`src/rtl/pause_pkg.sv`:
```
package pause_pkg;
    localparam int ADDR_W = 48;
    localparam int TYPE_W = 16;
    localparam logic [ADDR_W-1:0] CTRL_MCAST = 48'h0180C2000001;
    localparam logic [TYPE_W-1:0] ETYPE_MAC_CTRL = 16'h8808;
    localparam logic [TYPE_W-1:0] OPCODE_PAUSE = 16'h0001;

    typedef enum logic [1:0] {
        S_IDLE  = 2'd0,
        S_ARMED = 2'd1,
        S_HOLD  = 2'd2
    } hold_state_t;
endpackage

```
`src/rtl/pause_classify.sv`:
```
module pause_classify
    import pause_pkg::*;
(
    input  logic              frm_valid,
    input  logic [ADDR_W-1:0] frm_dst,
    input  logic [TYPE_W-1:0] frm_etype,
    input  logic [TYPE_W-1:0] frm_opcode,
    input  logic [ADDR_W-1:0] station_addr,
    input  logic              rx_fc_en,
    input  logic              ucast_det_en,
    output logic              accept
);
    logic to_mcast;
    logic to_self;
    logic is_pause;

    always_comb begin
        to_mcast = (frm_dst == CTRL_MCAST);
        to_self  = ucast_det_en && (frm_dst == station_addr);
        is_pause = (frm_etype == ETYPE_MAC_CTRL) && (frm_opcode == OPCODE_PAUSE);
        accept   = frm_valid && rx_fc_en && is_pause && (to_mcast || to_self);
    end
endmodule

```
`src/rtl/pause_timer.sv`:
```
module pause_timer #(
    parameter int QW = 16
) (
    input  logic          clk,
    input  logic          rst_n,
    input  logic          clr,
    input  logic          load,
    input  logic [QW-1:0] load_val,
    input  logic          tick,
    output logic          expire
);
    localparam logic [QW-1:0] ONE = QW'(1);

    logic [QW-1:0] cnt;

    always_ff @(posedge clk) begin
        if (!rst_n || clr) begin
            cnt <= '0;
        end else if (load) begin
            cnt <= load_val;
        end else if (tick && cnt != '0) begin
            cnt <= cnt - ONE;
        end
    end

    always_comb begin
        expire = !clr && !load && tick && (cnt == ONE);
    end


    property count_step_p;
        @(posedge clk) disable iff (!rst_n)
        (!clr && !load && tick && cnt != '0) |=> (cnt == $past(cnt) - ONE);
    endproperty
    count_step_chk: assert property (count_step_p);


    property reload_p;
        @(posedge clk) disable iff (!rst_n)
        (!clr && load) |=> (cnt == $past(load_val));
    endproperty
    reload_chk: assert property (reload_p);
endmodule

```
`src/rtl/pause_hold_fsm.sv`:
```
module pause_hold_fsm
    import pause_pkg::*;
(
    input  logic clk,
    input  logic rst_n,
    input  logic rx_fc_en,
    input  logic accept,
    input  logic accept_zero,
    input  logic expire,
    input  logic tx_in_frame,
    output logic tx_hold
);
    hold_state_t state;
    hold_state_t state_nx;

    always_comb begin
        state_nx = state;
        if (!rx_fc_en) begin
            state_nx = S_IDLE;
        end else if (accept) begin
            if (accept_zero) begin
                state_nx = S_IDLE;
            end else if (state == S_HOLD || !tx_in_frame) begin
                state_nx = S_HOLD;
            end else begin
                state_nx = S_ARMED;
            end
        end else begin
            unique case (state)
                S_IDLE:  state_nx = S_IDLE;
                S_ARMED: begin
                    if (expire) begin
                        state_nx = S_IDLE;
                    end else if (!tx_in_frame) begin
                        state_nx = S_HOLD;
                    end
                end
                S_HOLD:  if (expire) state_nx = S_IDLE;
                default: state_nx = S_IDLE;
            endcase
        end
    end

    always_ff @(posedge clk) begin
        if (!rst_n) begin
            state <= S_IDLE;
        end else begin
            state <= state_nx;
        end
    end

    always_comb begin
        tx_hold = (state == S_HOLD);
    end


    property enter_between_frames_p;
        @(posedge clk) disable iff (!rst_n)
        $rose(tx_hold) |-> !$past(tx_in_frame);
    endproperty
    enter_between_frames_chk: assert property (enter_between_frames_p);


    property zero_release_p;
        @(posedge clk) disable iff (!rst_n)
        (accept && accept_zero) |=> !tx_hold;
    endproperty
    zero_release_chk: assert property (zero_release_p);
endmodule

```
`src/rtl/rx_pause_hold.sv`:
```
module rx_pause_hold
    import pause_pkg::*;
#(
    parameter int QW = 16
) (
    input  logic              clk,
    input  logic              rst_n,
    input  logic              frm_valid,
    input  logic [ADDR_W-1:0] frm_dst,
    input  logic [TYPE_W-1:0] frm_etype,
    input  logic [TYPE_W-1:0] frm_opcode,
    input  logic [QW-1:0]     frm_quanta,
    input  logic [ADDR_W-1:0] station_addr,
    input  logic              rx_fc_en,
    input  logic              ucast_det_en,
    input  logic              slot_tick,
    input  logic              tx_in_frame,
    output logic              tx_hold,
    output logic              pause_rcvd
);
    logic accept;
    logic accept_zero;
    logic expire;

    pause_classify u_classify (
        .frm_valid    (frm_valid),
        .frm_dst      (frm_dst),
        .frm_etype    (frm_etype),
        .frm_opcode   (frm_opcode),
        .station_addr (station_addr),
        .rx_fc_en     (rx_fc_en),
        .ucast_det_en (ucast_det_en),
        .accept       (accept)
    );

    always_comb begin
        accept_zero = (frm_quanta == '0);
    end

    pause_timer #(.QW(QW)) u_timer (
        .clk      (clk),
        .rst_n    (rst_n),
        .clr      (!rx_fc_en),
        .load     (accept),
        .load_val (frm_quanta),
        .tick     (slot_tick),
        .expire   (expire)
    );

    pause_hold_fsm u_fsm (
        .clk         (clk),
        .rst_n       (rst_n),
        .rx_fc_en    (rx_fc_en),
        .accept      (accept),
        .accept_zero (accept_zero),
        .expire      (expire),
        .tx_in_frame (tx_in_frame),
        .tx_hold     (tx_hold)
    );

    always_ff @(posedge clk) begin
        if (!rst_n) begin
            pause_rcvd <= 1'b0;
        end else begin
            pause_rcvd <= accept;
        end
    end


    property pulse_source_p;
        @(posedge clk) disable iff (!rst_n)
        pause_rcvd |-> $past(frm_valid && rx_fc_en);
    endproperty
    pulse_source_chk: assert property (pulse_source_p);


    property disabled_no_hold_p;
        @(posedge clk) disable iff (!rst_n)
        !$past(rx_fc_en) |-> (!tx_hold && !pause_rcvd);
    endproperty
    disabled_no_hold_chk: assert property (disabled_no_hold_p);


    property ucast_gate_p;
        @(posedge clk) disable iff (!rst_n)
        (frm_valid && !ucast_det_en && frm_dst != CTRL_MCAST) |=> !pause_rcvd;
    endproperty
    ucast_gate_chk: assert property (ucast_gate_p);
endmodule

```
`config.mk`:
```
export PLATFORM = sky130hd
export DESIGN_NAME = rx_pause_hold
export DESIGN_NICKNAME = d
export VERILOG_FILES = /design/src/rtl/pause_pkg.sv /design/src/rtl/pause_classify.sv /design/src/rtl/pause_timer.sv /design/src/rtl/pause_hold_fsm.sv /design/src/rtl/rx_pause_hold.sv
export SDC_FILE = /design/constraint.sdc
export NUM_CORES = 1
export LEC_CHECK = 0
export BUFFER_PORTS_ARGS = -buffer_cell sky130_fd_sc_hd__buf_2
export CORE_MARGIN = 1.5
export CORE_UTILIZATION = 40
export CTS_CLUSTER_DIAMETER = 120
export DETAILED_ROUTE_END_ITERATION = 8
export HOLD_SLACK_MARGIN = 0.03
export PLACE_DENSITY = 0.86
export SYNTH_ARGS = -nofsm -noshare
export SYNTH_HDL_FRONTEND = slang
export SYNTH_SLANG_ARGS = --single-unit
```
`constraint.sdc`:
```
create_clock -name clk -period 2.7 [get_ports clk]
set_clock_uncertainty 0.1 [all_clocks]
set_input_delay 0.54 -clock clk [delete_from_list [all_inputs] [get_ports clk]]
set_output_delay 0.54 -clock clk [all_outputs]
set_load 0.1 [all_outputs]
```
==> flow_summary.toml <==
[status]
status = "completed"

[clock_tree]
cts_htree_levels = 1
clk_pin_slew_ns = 0.07
cts.sinks = 19
cts_resized = 0
postCtsHoldBufs = 0
cts_setup_buffers = 0
numCtsBuffers = 3
clock_path_buffers = 2
clk_latency_ns = 0.26
ctsRootBufferMaster = "clkbuf_8"
cts_tree = "yes"

[logic_synthesis]
synth-seq-cells = 19
syn_area_um2 = 1910
synth_edf_count = 0
ys.flop_type = "dfxtp_1"
synth_xor_area_frac = 0.252
yosys_warnings = 0
syn_nets = 383
netlist_instances = 230
synthMuxAreaShare = 0.0891
ys_types = 41
synthTopCellsByCount = "44 x xor2_1, 26 x nor2_1, 25 x nor4_1, 19 x dfxtp_1, 17 x mux2i_1"
synth-compound-area-share = 0.0616
synthArstFlopShare = 0
synth_area_per_cell_um2 = 8.30
synth_top_area_frac = 0.202
synthAdderAreaFrac = 0.0131
ys_seq_area_frac = 0.199
yosys.area.top_type = "xor2_1"
synth_most_common_cell = "xor2_1"
synth.area.top_cells = "xor2_1 20%, dfxtp_1 20%, mux2i_1 8.9%, nor4_1 8.2%, nor2_1 5.1%"
yosys.area_share.simple = 0.355
synth_top_family_by_area = "simple AND/OR/NAND/NOR gates"

[die]
dieArea_um2 = 5200
core_um2 = 4470
initial_core_util = 0.427
die_y_um = 72.1
row_count = 24
die_w_um = 72.1
num_io_pins = 153

[layout]
multi_input_area_um2 = 1470
final_layout_size_suffix_gt1_frac = 0.441
seq_area_um2 = 380
syn_to_final_growth_pct = 46.6
n_fill_cell = 382
n_antenna_cell = 0
nets = 542

[timing]
whs_ns = 0.381
grt_setup_unrepaired = "no"
slew_viol_final = 0
tightest_slew_ns = 0.585
final-hold-violation-count = 0
relSlewSlack = 0.610
finalCriticalPeriod_ns = 2.38
setup_violations = 0
clock.fmax_ghz = 0.420
finalCritPeriodShare = 0.881
setup_ws_ns = 0.320

[global_routing]
grt_pass1_wl_mm = 10.3
antenna_found_initial = 0
grt_max_degree = 12
grt_use_total = 0.251
overflow = 0
grt_pass1_vias = 2349

[setup_path]
cp.required_ns = 2.75
crit_family = "compound AO/OA/AOI/OAI gates"
cp_max_fo = 11
rrSetupSlack_ns = 0.53
slowest_stage = "a2111oi_0"
crit_chain = "buf_2 > nor2b_1 > a2111oi_0 > nand4_1 > nor4_2 > o21ai_2 > buf_4 > mux2i_1 > nor2_1"
path_buf_inv = 2
critical_path_class = "in -> reg"
cpPeakStageDelay_ns = 0.52
crit_path_start_kind = "input port"
cp_data_arrival_time_ns = 2.43
crit_path_end_kind = "flip-flop"

[pwr]
leakage_nw = 1.50
p_per_area_nw_per_um2 = 251
peakVddDrop_v = 0.000142

[route]
drc_errors = 0
wl_per_cell_um = 14.7
ant_nets = 0
vias_per_cell = 5.32
drt-initial-drc-count = 151
wl_mm = 6.45
detail_route.first_pass.iterations = 4
num_vias = 2342

[min_path]
hold_path.class = "in -> reg"

[placed_design]
pre_cts_ws_ns = 0.00281
dpl.hpwl_mm = 5.80
io_buffers = 152
routabilityCongestion = 0.933

[flow_run]
max-cap-violations = 0
## cells by family (layout without fill, tap and decap cells)
logic type,count (synthesis),after routing
buf+inv,13,171
fa+ha+maj,2,2
flops,19,19
mux,17,17
compound gates,16,16
simple gates,109,109
xor+xnor,54,54
## worst reg2reg max path: stages, from the launching register on
cell     delay (ns)
dfxtp_1        0.37
nor4_4         0.41
and3_4         0.29
nand3_4        0.10
or4_4          0.45
xnor2_2        0.14
mux2i_1        0.13
nor2_1         0.05
## sequential cells by signal (all words and copies together) (netlist names)
signal	flops
u_timer.cnt	16
u_fsm.state	2
pause_rcvd	1
## cells in the final DEF, fill, tap and decap left out, types with 2 or more instances in the layout
master     Yosys  final
a21oi_1        2      2
and3_1         2      2
and3_4         2      2
buf_2          1    152
buf_4          0      5
clkbuf_8       0      3
dfxtp_1       19     19
ha_1           2      2
inv_1         10     10
mux2i_1       17     17
nand2_1        8      8
nand2b_1       6      6
nand3_1        5      5
nand3b_1       2      2
nand4_1        9      9
nor2_1        26     26
nor2b_1        3      3
nor3_1         5      5
nor4_1        25     25
nor4_4         2      2
nor4b_1        8      8
o2111ai_1      2      2
o21ai_0        3      3
xnor2_1        9      9
xor2_1        44     44
## power breakdown
part | internal (W) | switching (W) | leakage [nW]
logic | 0.000124 | 0.000102 | 1.32
registers | 0.000280 | 0 | 0.153
clock network | 0.000103 | 0.0000928 | 0.0255
## through the flow
| stage | utilization | setup TNS [ns] | std cells | area (um2) | power, W |
|---|---|---|---|---|---|
| final | 0.626 | 0 | 440 | 2800 | 0.000702 |
| after global routing | 0.626 | 0 | 440 | 2800 | 0.000739 |
| after CTS | 0.626 | 0 | 440 | 2800 | 0.000707 |
| after detailed placement | 0.615 | 0 | 436 | 2750 | 0.000512 |
| after global placement | 0.615 | -0.0489 | 436 | 2750 | 0.000507 |
| after floorplan | - | 0 | 230 | 1910 | 0.000359 |
## layout make-up
type / instances / share of cell area
inverter: 10 / 0.0134
multi-input combinational: 198 / 0.526
sequential: 19 / 0.136
clock buffer: 3 / 0.0148
clock inverter: 1 / 0.00179
tap: 52 / 0.0232
timing repair buffer: 157 / 0.285
## metal layers
| metal | GRT usage | part of all wire | vias to the layer above |
|---|---|---|---|
| met5 | 0 | 0 | - |
| met4 | 0.117 | 0.035 | 0 |
| met3 | 0.0347 | 0.055 | 20 |
| met2 | 0.462 | 0.51 | 120 |
| met1 | 0.284 | 0.40 | 1040 |
| li1 | - | - | 1162 |
## worst paths after layout
kind,from,to,cells past startpoint
setup / recovery,station_addr[19],u_timer.cnt[3],9
hold reg to reg,u_fsm.state[1],u_fsm.state[1],2
setup reg to reg,u_timer.cnt[2],u_timer.cnt[15],7
hold / removal,tx_in_frame,u_fsm.state[1],2
Power figures use the tool's default switching activity.
